**config.mk**
```make
export PLATFORM = sky130hd
export DESIGN_NAME = cp_stack_xfer
export DESIGN_NICKNAME = d
export VERILOG_FILES = /design/src/rtl/cpx_pkg.sv /design/src/rtl/cpx_kind.sv /design/src/rtl/cpx_check.sv /design/src/rtl/cpx_lane.sv /design/src/rtl/cp_stack_xfer.sv
export SDC_FILE = /design/constraint.sdc
export NUM_CORES = 1
export LEC_CHECK = 0
export BUFFER_PORTS_ARGS = -buffer_cell sky130_fd_sc_hd__buf_2
export CAP_MARGIN = 20
export CORE_UTILIZATION = 37
export CTS_CLUSTER_SIZE = 20
export DETAILED_ROUTE_END_ITERATION = 6
export PLACE_DENSITY_LB_ADDON = 0.05
export SETUP_SLACK_MARGIN = 0.15
export SYNTH_ARGS = -nofsm -noshare
export SYNTH_HDL_FRONTEND = slang
export SYNTH_SLANG_ARGS = --single-unit
```
**constraint.sdc**
```tcl
create_clock -name clk -period 5.5 [get_ports clk]
set_input_delay 0 -clock clk [delete_from_list [all_inputs] [get_ports clk]]
set_output_delay 0 -clock clk [all_outputs]
set_load 0.05 [all_outputs]
```
**src/rtl/cpx_pkg.sv**
```systemverilog
package cpx_pkg;
  typedef enum logic [2:0] {
    ST_IDLE,
    ST_CHECK,
    ST_ADJUST,
    ST_ACCESS,
    ST_FIN
  } cpx_state_e;

  localparam logic [4:0] KIND_STACK = 5'b01110;
  localparam logic [4:0] KIND_REG   = 5'b01100;

  localparam logic [1:0] SZ_BYTE = 2'd0;
  localparam logic [1:0] SZ_HALF = 2'd1;
  localparam logic [1:0] SZ_FULL = 2'd2;
endpackage

```
**src/rtl/cpx_kind.sv**
```systemverilog
module cpx_kind (
  input  logic [12:0] word_lo,
  output logic        is_stack,
  output logic        is_reg,
  output logic        reg_is_addr,
  output logic [2:0]  reg_num
);
  import cpx_pkg::*;

  always_comb begin
    is_stack    = (word_lo[12:8] == KIND_STACK);
    is_reg      = (word_lo[12:8] == KIND_REG) && (word_lo[7:4] == 4'd0);
    reg_is_addr = word_lo[3];
    reg_num     = word_lo[2:0];
  end
endmodule

```
**src/rtl/cpx_check.sv**
```systemverilog
module cpx_check #(
  parameter int AW = 16
) (
  input  logic          ca,
  input  logic          cond,
  input  logic [7:0]    len,
  output logic          bad,
  output logic [1:0]    size,
  output logic [AW-1:0] step
);
  import cpx_pkg::*;

  logic len_ok;

  always_comb begin
    len_ok = (len == 8'd1) || (len == 8'd2) || (len == 8'd4);
    bad    = !len_ok || (cond && !ca);
    case (len)
      8'd1:    size = SZ_BYTE;
      8'd2:    size = SZ_HALF;
      default: size = SZ_FULL;
    endcase
    step = (len == 8'd4) ? AW'(4) : AW'(2);
  end
endmodule

```
**src/rtl/cpx_lane.sv**
```systemverilog
module cpx_lane (
  input  logic [1:0]  size,
  input  logic [31:0] din,
  output logic [31:0] dout
);
  import cpx_pkg::*;

  always_comb begin
    case (size)
      SZ_BYTE: dout = {24'd0, din[7:0]};
      SZ_HALF: dout = {16'd0, din[15:0]};
      default: dout = din;
    endcase
  end
endmodule

```
**src/rtl/cp_stack_xfer.sv**
```systemverilog
module cp_stack_xfer #(
  parameter int AW = 16
) (
  input  logic          clk,
  input  logic          rst,
  input  logic          prim_valid,
  input  logic [15:0]   prim_word,
  input  logic          cond_cat,
  input  logic [AW-1:0] sp_in,
  output logic          ready,
  output logic          mem_req,
  output logic          mem_we,
  output logic [1:0]    mem_size,
  output logic [AW-1:0] mem_addr,
  output logic [31:0]   mem_wdata,
  input  logic [31:0]   mem_rdata,
  input  logic          mem_ack,
  input  logic [31:0]   opr_rdata,
  output logic          opr_we,
  output logic [31:0]   opr_wdata,
  output logic [AW-1:0] sp_out,
  output logic          done,
  output logic          viol,
  output logic          reg_hit,
  output logic          reg_is_addr,
  output logic [2:0]    reg_num
);
  import cpx_pkg::*;

  cpx_state_e    st;
  logic          ca_r, dir_r, cond_r;
  logic [7:0]    len_r;
  logic [AW-1:0] sp_r, step_r;
  logic [1:0]    size_r;
  logic          bad_r;
  logic [31:0]   data_r;

  // Bit 14 carries no meaning for this primitive.
  logic unused_pc;
  assign unused_pc = prim_word[14];

  logic          in_stack, in_reg, in_reg_addr;
  logic [2:0]    in_reg_num;
  logic          chk_bad;
  logic [1:0]    chk_size;
  logic [AW-1:0] chk_step;
  logic [31:0]   push_data, pop_data;

  cpx_kind u_kind (
    .word_lo     (prim_word[12:0]),
    .is_stack    (in_stack),
    .is_reg      (in_reg),
    .reg_is_addr (in_reg_addr),
    .reg_num     (in_reg_num)
  );

  cpx_check #(.AW(AW)) u_check (
    .ca   (ca_r),
    .cond (cond_r),
    .len  (len_r),
    .bad  (chk_bad),
    .size (chk_size),
    .step (chk_step)
  );

  cpx_lane u_push_lane (
    .size (chk_size),
    .din  (opr_rdata),
    .dout (push_data)
  );

  cpx_lane u_pop_lane (
    .size (size_r),
    .din  (mem_rdata),
    .dout (pop_data)
  );

  always_ff @(posedge clk) begin
    if (rst) begin
      st          <= ST_IDLE;
      ca_r        <= 1'b0;
      dir_r       <= 1'b0;
      cond_r      <= 1'b0;
      len_r       <= 8'd0;
      sp_r        <= '0;
      step_r      <= '0;
      size_r      <= SZ_BYTE;
      bad_r       <= 1'b0;
      data_r      <= 32'd0;
      opr_we      <= 1'b0;
      opr_wdata   <= 32'd0;
      reg_hit     <= 1'b0;
      reg_is_addr <= 1'b0;
      reg_num     <= 3'd0;
    end else begin
      opr_we  <= 1'b0;
      reg_hit <= 1'b0;
      case (st)
        ST_IDLE: begin
          if (prim_valid && in_stack) begin
            ca_r   <= prim_word[15];
            dir_r  <= prim_word[13];
            len_r  <= prim_word[7:0];
            cond_r <= cond_cat;
            sp_r   <= sp_in;
            st     <= ST_CHECK;
          end else if (prim_valid && in_reg) begin
            reg_hit     <= 1'b1;
            reg_is_addr <= in_reg_addr;
            reg_num     <= in_reg_num;
          end
        end
        ST_CHECK: begin
          bad_r  <= chk_bad;
          size_r <= chk_size;
          step_r <= chk_step;
          data_r <= push_data;
          if (chk_bad)    st <= ST_FIN;
          else if (dir_r) st <= ST_ADJUST;
          else            st <= ST_ACCESS;
        end
        ST_ADJUST: begin
          sp_r <= sp_r - step_r;
          st   <= ST_ACCESS;
        end
        ST_ACCESS: begin
          if (mem_ack) begin
            if (!dir_r) begin
              opr_we    <= 1'b1;
              opr_wdata <= pop_data;
              sp_r      <= sp_r + step_r;
            end
            st <= ST_FIN;
          end
        end
        ST_FIN:  st <= ST_IDLE;
        default: st <= ST_IDLE;
      endcase
    end
  end

  assign ready     = (st == ST_IDLE);
  assign mem_req   = (st == ST_ACCESS);
  assign mem_we    = dir_r;
  assign mem_addr  = sp_r;
  assign mem_size  = size_r;
  assign mem_wdata = data_r;
  assign sp_out    = sp_r;
  assign done      = (st == ST_FIN) && !bad_r;
  assign viol      = (st == ST_FIN) && bad_r;

  // never both strobes
  p_single_end_r8: assert property (@(posedge clk) disable iff (rst)
    !(done && viol));

  // end strobe lasts one cycle and returns to idle
  p_end_one_cycle_r8: assert property (@(posedge clk) disable iff (rst)
    (done || viol) |=> (!done && !viol && ready));

  // request held until acknowledged
  p_req_hold_r10: assert property (@(posedge clk) disable iff (rst)
    (mem_req && !mem_ack) |=> (mem_req && $stable(mem_addr) && $stable(mem_we)
                               && $stable(mem_size) && $stable(mem_wdata)));

  // pointer lowered before the push access
  p_push_predec_r5: assert property (@(posedge clk) disable iff (rst)
    (st == ST_ADJUST) |=> (mem_req && mem_we && mem_addr == $past(sp_r) - $past(step_r)));

  // a violation leaves the pointer and operand register untouched
  p_viol_quiet_r3: assert property (@(posedge clk) disable iff (rst)
    viol |-> (!opr_we && $stable(sp_out)));

  // register primitive only reported from idle, no transfer
  p_reg_idle_r9: assert property (@(posedge clk) disable iff (rst)
    reg_hit |-> (ready && !mem_req));
endmodule

```
==> impl_metrics.env <==
export IMPL_outcome="finished, final reports clean"
export IMPL_ys_async_sr_fraction_pct=0
export IMPL_dr_wl_met2_mm=6.291
export IMPL_critical_path_class="flop to flop"
export IMPL_drive_gt1_share_pct=29.75
export IMPL_synthSimpleGateAreaFrac_pct=16.00
export IMPL_synth_edf_count=0
export IMPL_vias_per_cell=4.930
export IMPL_synth_flop_cell="dfxtp_1"
export IMPL_rows=40
export IMPL_clock_sinks=105
export IMPL_hp_start="sp_in[10]"
export IMPL_ys_types=60
export IMPL_peakVddDrop_mv=0.1504
export IMPL_drtIter0Drc=227
export IMPL_cts_made_buffers=9
export IMPL_mostFrequentLayoutCells="buf_2 (208), dfxtp_1 (105), dlygate4sd3_1 (87)"
export IMPL_ctsHoldBuffers=87
export IMPL_hpwl_mm=9.079
export IMPL_path_clk_slew_ps=70
export IMPL_start_util_pct=38.51
export IMPL_place_congestion=0.8993
export IMPL_worst_setup_path_end_kind="flop"
export IMPL_post_cts_buffers=0
export IMPL_post_route_util_pct=56.53
export IMPL_grt_pass1_wl_mm=21.07
export IMPL_path_buf_inv=1
export IMPL_setup_viol=0
export IMPL_rsz0062_at_grt="no"
export IMPL_worstSkewPairLatency_ps=350
export IMPL_cpMaxStageDelayCell="nor2_1"
export IMPL_max_freq_mhz=297.3
export IMPL_drt_total_wl_mm=13.71
export IMPL_root_buffer="clkbuf_16"
export IMPL_synthMuxAreaShare_pct=2.779
export IMPL_ys_warnings_count=0
export IMPL_tightestPinTransition_ps=964.1
export IMPL_synth_compound_area_share_pct=22.68
export IMPL_core_area_sq_mm=0.01216
export IMPL_fill_cells=1138
export IMPL_crit_family="simple AND/OR/NAND/NOR gates"
export IMPL_hp_class="input port to flop"
export IMPL_synthCells=524
export IMPL_stdcell_area_sq_mm=0.006875
export IMPL_cts_buffer_depth=2
export IMPL_synth_top_family_by_area="compound AO/OA/AOI/OAI gates"
export IMPL_diodes=0
export IMPL_reg2reg_from="st[2]"
export IMPL_grtUsageTotal_pct=20.29
export IMPL_grt_pass1_vias=4357
export IMPL_crit_fanout=12
export IMPL_grt_antenna_before_repair=0
export IMPL_area_growth_syn_to_layout_pct=46.81
export IMPL_maxCapViolCount=0
export IMPL_grt_ovfl_total=0
export IMPL_avgSynthCellArea_sq_um=8.937
export IMPL_p_leak_nw=3.178
export IMPL_synth_xor_area_share_pct=2.431
export IMPL_grt_max_degree=44
export IMPL_fp_dieH_um=114.5
export IMPL_cts_tree="built"
export IMPL_startpoint="st[2]"
export IMPL_antenna_left=0
export IMPL_dieArea_sq_mm=0.01311
export IMPL_wl_per_cell_um=14.31
export IMPL_routed_wl_met3_um=925
export IMPL_finalHoldViolCount=0
export IMPL_synthesis_nets=641
export IMPL_seq_area_frac_synth_pct=44.88
export IMPL_synth_adder_area_share_pct=4.435
export IMPL_seq_area_sq_mm=0.002102
export IMPL_drc=0
export IMPL_clock_skew_final_ps=11.05
export IMPL_dr_pass1_iters=4
export IMPL_tns_ps=0
export IMPL_p_per_area_mw_per_mm2=231.4
export IMPL_start_kind="flop"
export IMPL_dpl_cell_area_sq_mm=0.005688
export IMPL_io_buffers=208
export IMPL_htreeDepth=3
export IMPL_path_cells="nor2b_1 -> nand2_1 -> inv_1 -> nor2_1 -> ha_1 -> nor2b_1 -> o31ai_1 -> a21oi_1 -> a311o_1 -> nor3_1 -> a211oi_1"
export IMPL_finalCritPeriodShare_pct=61.15
export IMPL_die_x_um=114.5
export IMPL_highest_layer="met4"
export IMPL_syn_area_sq_mm=0.004683
export IMPL_drt_met1_wl_mm=6.263
export IMPL_worstPathArrival_ps=3590
export IMPL_ios=210
export IMPL_via_count=4723
export IMPL_slowest_delay_ps=690
export IMPL_fin_crit_ps=3363
export IMPL_postCtsResizedCells=0
export IMPL_final_common_cell="buf_2"
export IMPL_ys_ff_latch=105
export IMPL_multi_input_area_sq_mm=0.002263
export IMPL_cp_required_ps=5720
export IMPL_fin_nets=902
export IMPL_drv_slew=0
export IMPL_max_slew_margin_pct=35.73
export IMPL_cpMostUsedCell="nor2b_1"
==> Yosys cell counts, drive strengths merged (3+ instances only) <==
library cell  count  area [sq um]
a22oi            25         187.7
and3              4         25.02
mux2i            13         130.1
xor2              7         61.31
o21a              4         30.03
and2              4         25.02
buf              32         209.0
ha               15         187.7
dfxtp           105          2102
o21ai            17         85.08
xnor2             6         52.55
clkbuf           16         60.06
nand3             5         25.02
o22ai             3         18.77
nand2b            4         25.02
inv              12         45.04
nor2b             7         43.79
nand2            63         236.5
a31oi             7         50.05
nor3              8         56.31
a22o             24         210.2
a211oi            6         45.04
a311oi            3         26.28
nor2             56         217.7
a21oi            43         219.0
o221ai            3         26.28
==> report_power, final <==
part	internal, mW	switching [mW]	total [mW]	leakage (nW)
Combinational	0.0800	0.0692	0.149	2.17
Clock	0.393	0.280	0.674	0.158
Sequential	0.764	0.00398	0.768	0.846
==> worst min-delay path: stages <==
cell and delay, ps:
buf_2 80, nand3_1 60, o21ai_0 90, o2bb2ai_1 110
==> cells by family (layout without fill, tap and decap cells) <==
| kind of cell | after synthesis | count (layout) |
|---|---|---|
| buffers and inverters | 61 | 327 |
| adders and majority gates | 16 | 16 |
| xor gates and xnor gates | 13 | 13 |
| muxes | 13 | 13 |
| AOI/OAI and AO/OA | 154 | 154 |
| DFF | 105 | 105 |
| and+or+nand+nor | 162 | 162 |
==> final timing paths <==
path,endpoint,slack [ps],cells past startpoint
worst min-delay path,mem_addr[10],30,4
worst max register to register,mem_addr[15],2140,11
worst max-delay path,mem_addr[15],2140,11
worst min register to register,mem_wdata[2],450,2
==> sequential cells by signal, indices dropped and copies added (netlist names) <==
signal       cells
bad_r            1
mem_size         2
mem_wdata       32
mem_we           1
opr_we           1
reg_is_addr      1
reg_hit          1
mem_addr        16
reg_num          3
len_r            8
st               3
cond_r           1
step_r           2
ca_r             1
opr_wdata       32
==> stage by stage <==
stage	hold WS, ps	worst slack, ps	std cells	power [mW]
2_1_floorplan	100.9	2514	524	0.8371
3_5_place_dp	215.3	2149	855	0.8854
4_1_cts	9.898	2134	958	1.610
6_report	29.11	2137	958	1.591
3_3_place_gp	212.1	2186	855	0.8841
5_1_grt	36.19	1786	958	1.653
==> cell type report <==
| type | instances | share of cell area (%) |
|---|---|---|
| tap | 168 | 3.057 |
| sequential | 105 | 30.57 |
| clock buffer | 13 | 3.931 |
| timing repair buffer | 298 | 28.13 |
| inverter | 13 | 0.7097 |
| clock inverter | 3 | 0.6733 |
| multi-input combinational | 358 | 32.92 |
==> per-layer routing <==
layer	vias to the layer above	global-route usage, %
li1	2383	-
met1	2155	25.80
met2	167	33.86
met3	18	4.235
met4	0	7.359
met5	-	0
Note: power is estimated with default switching activity, not from simulation.
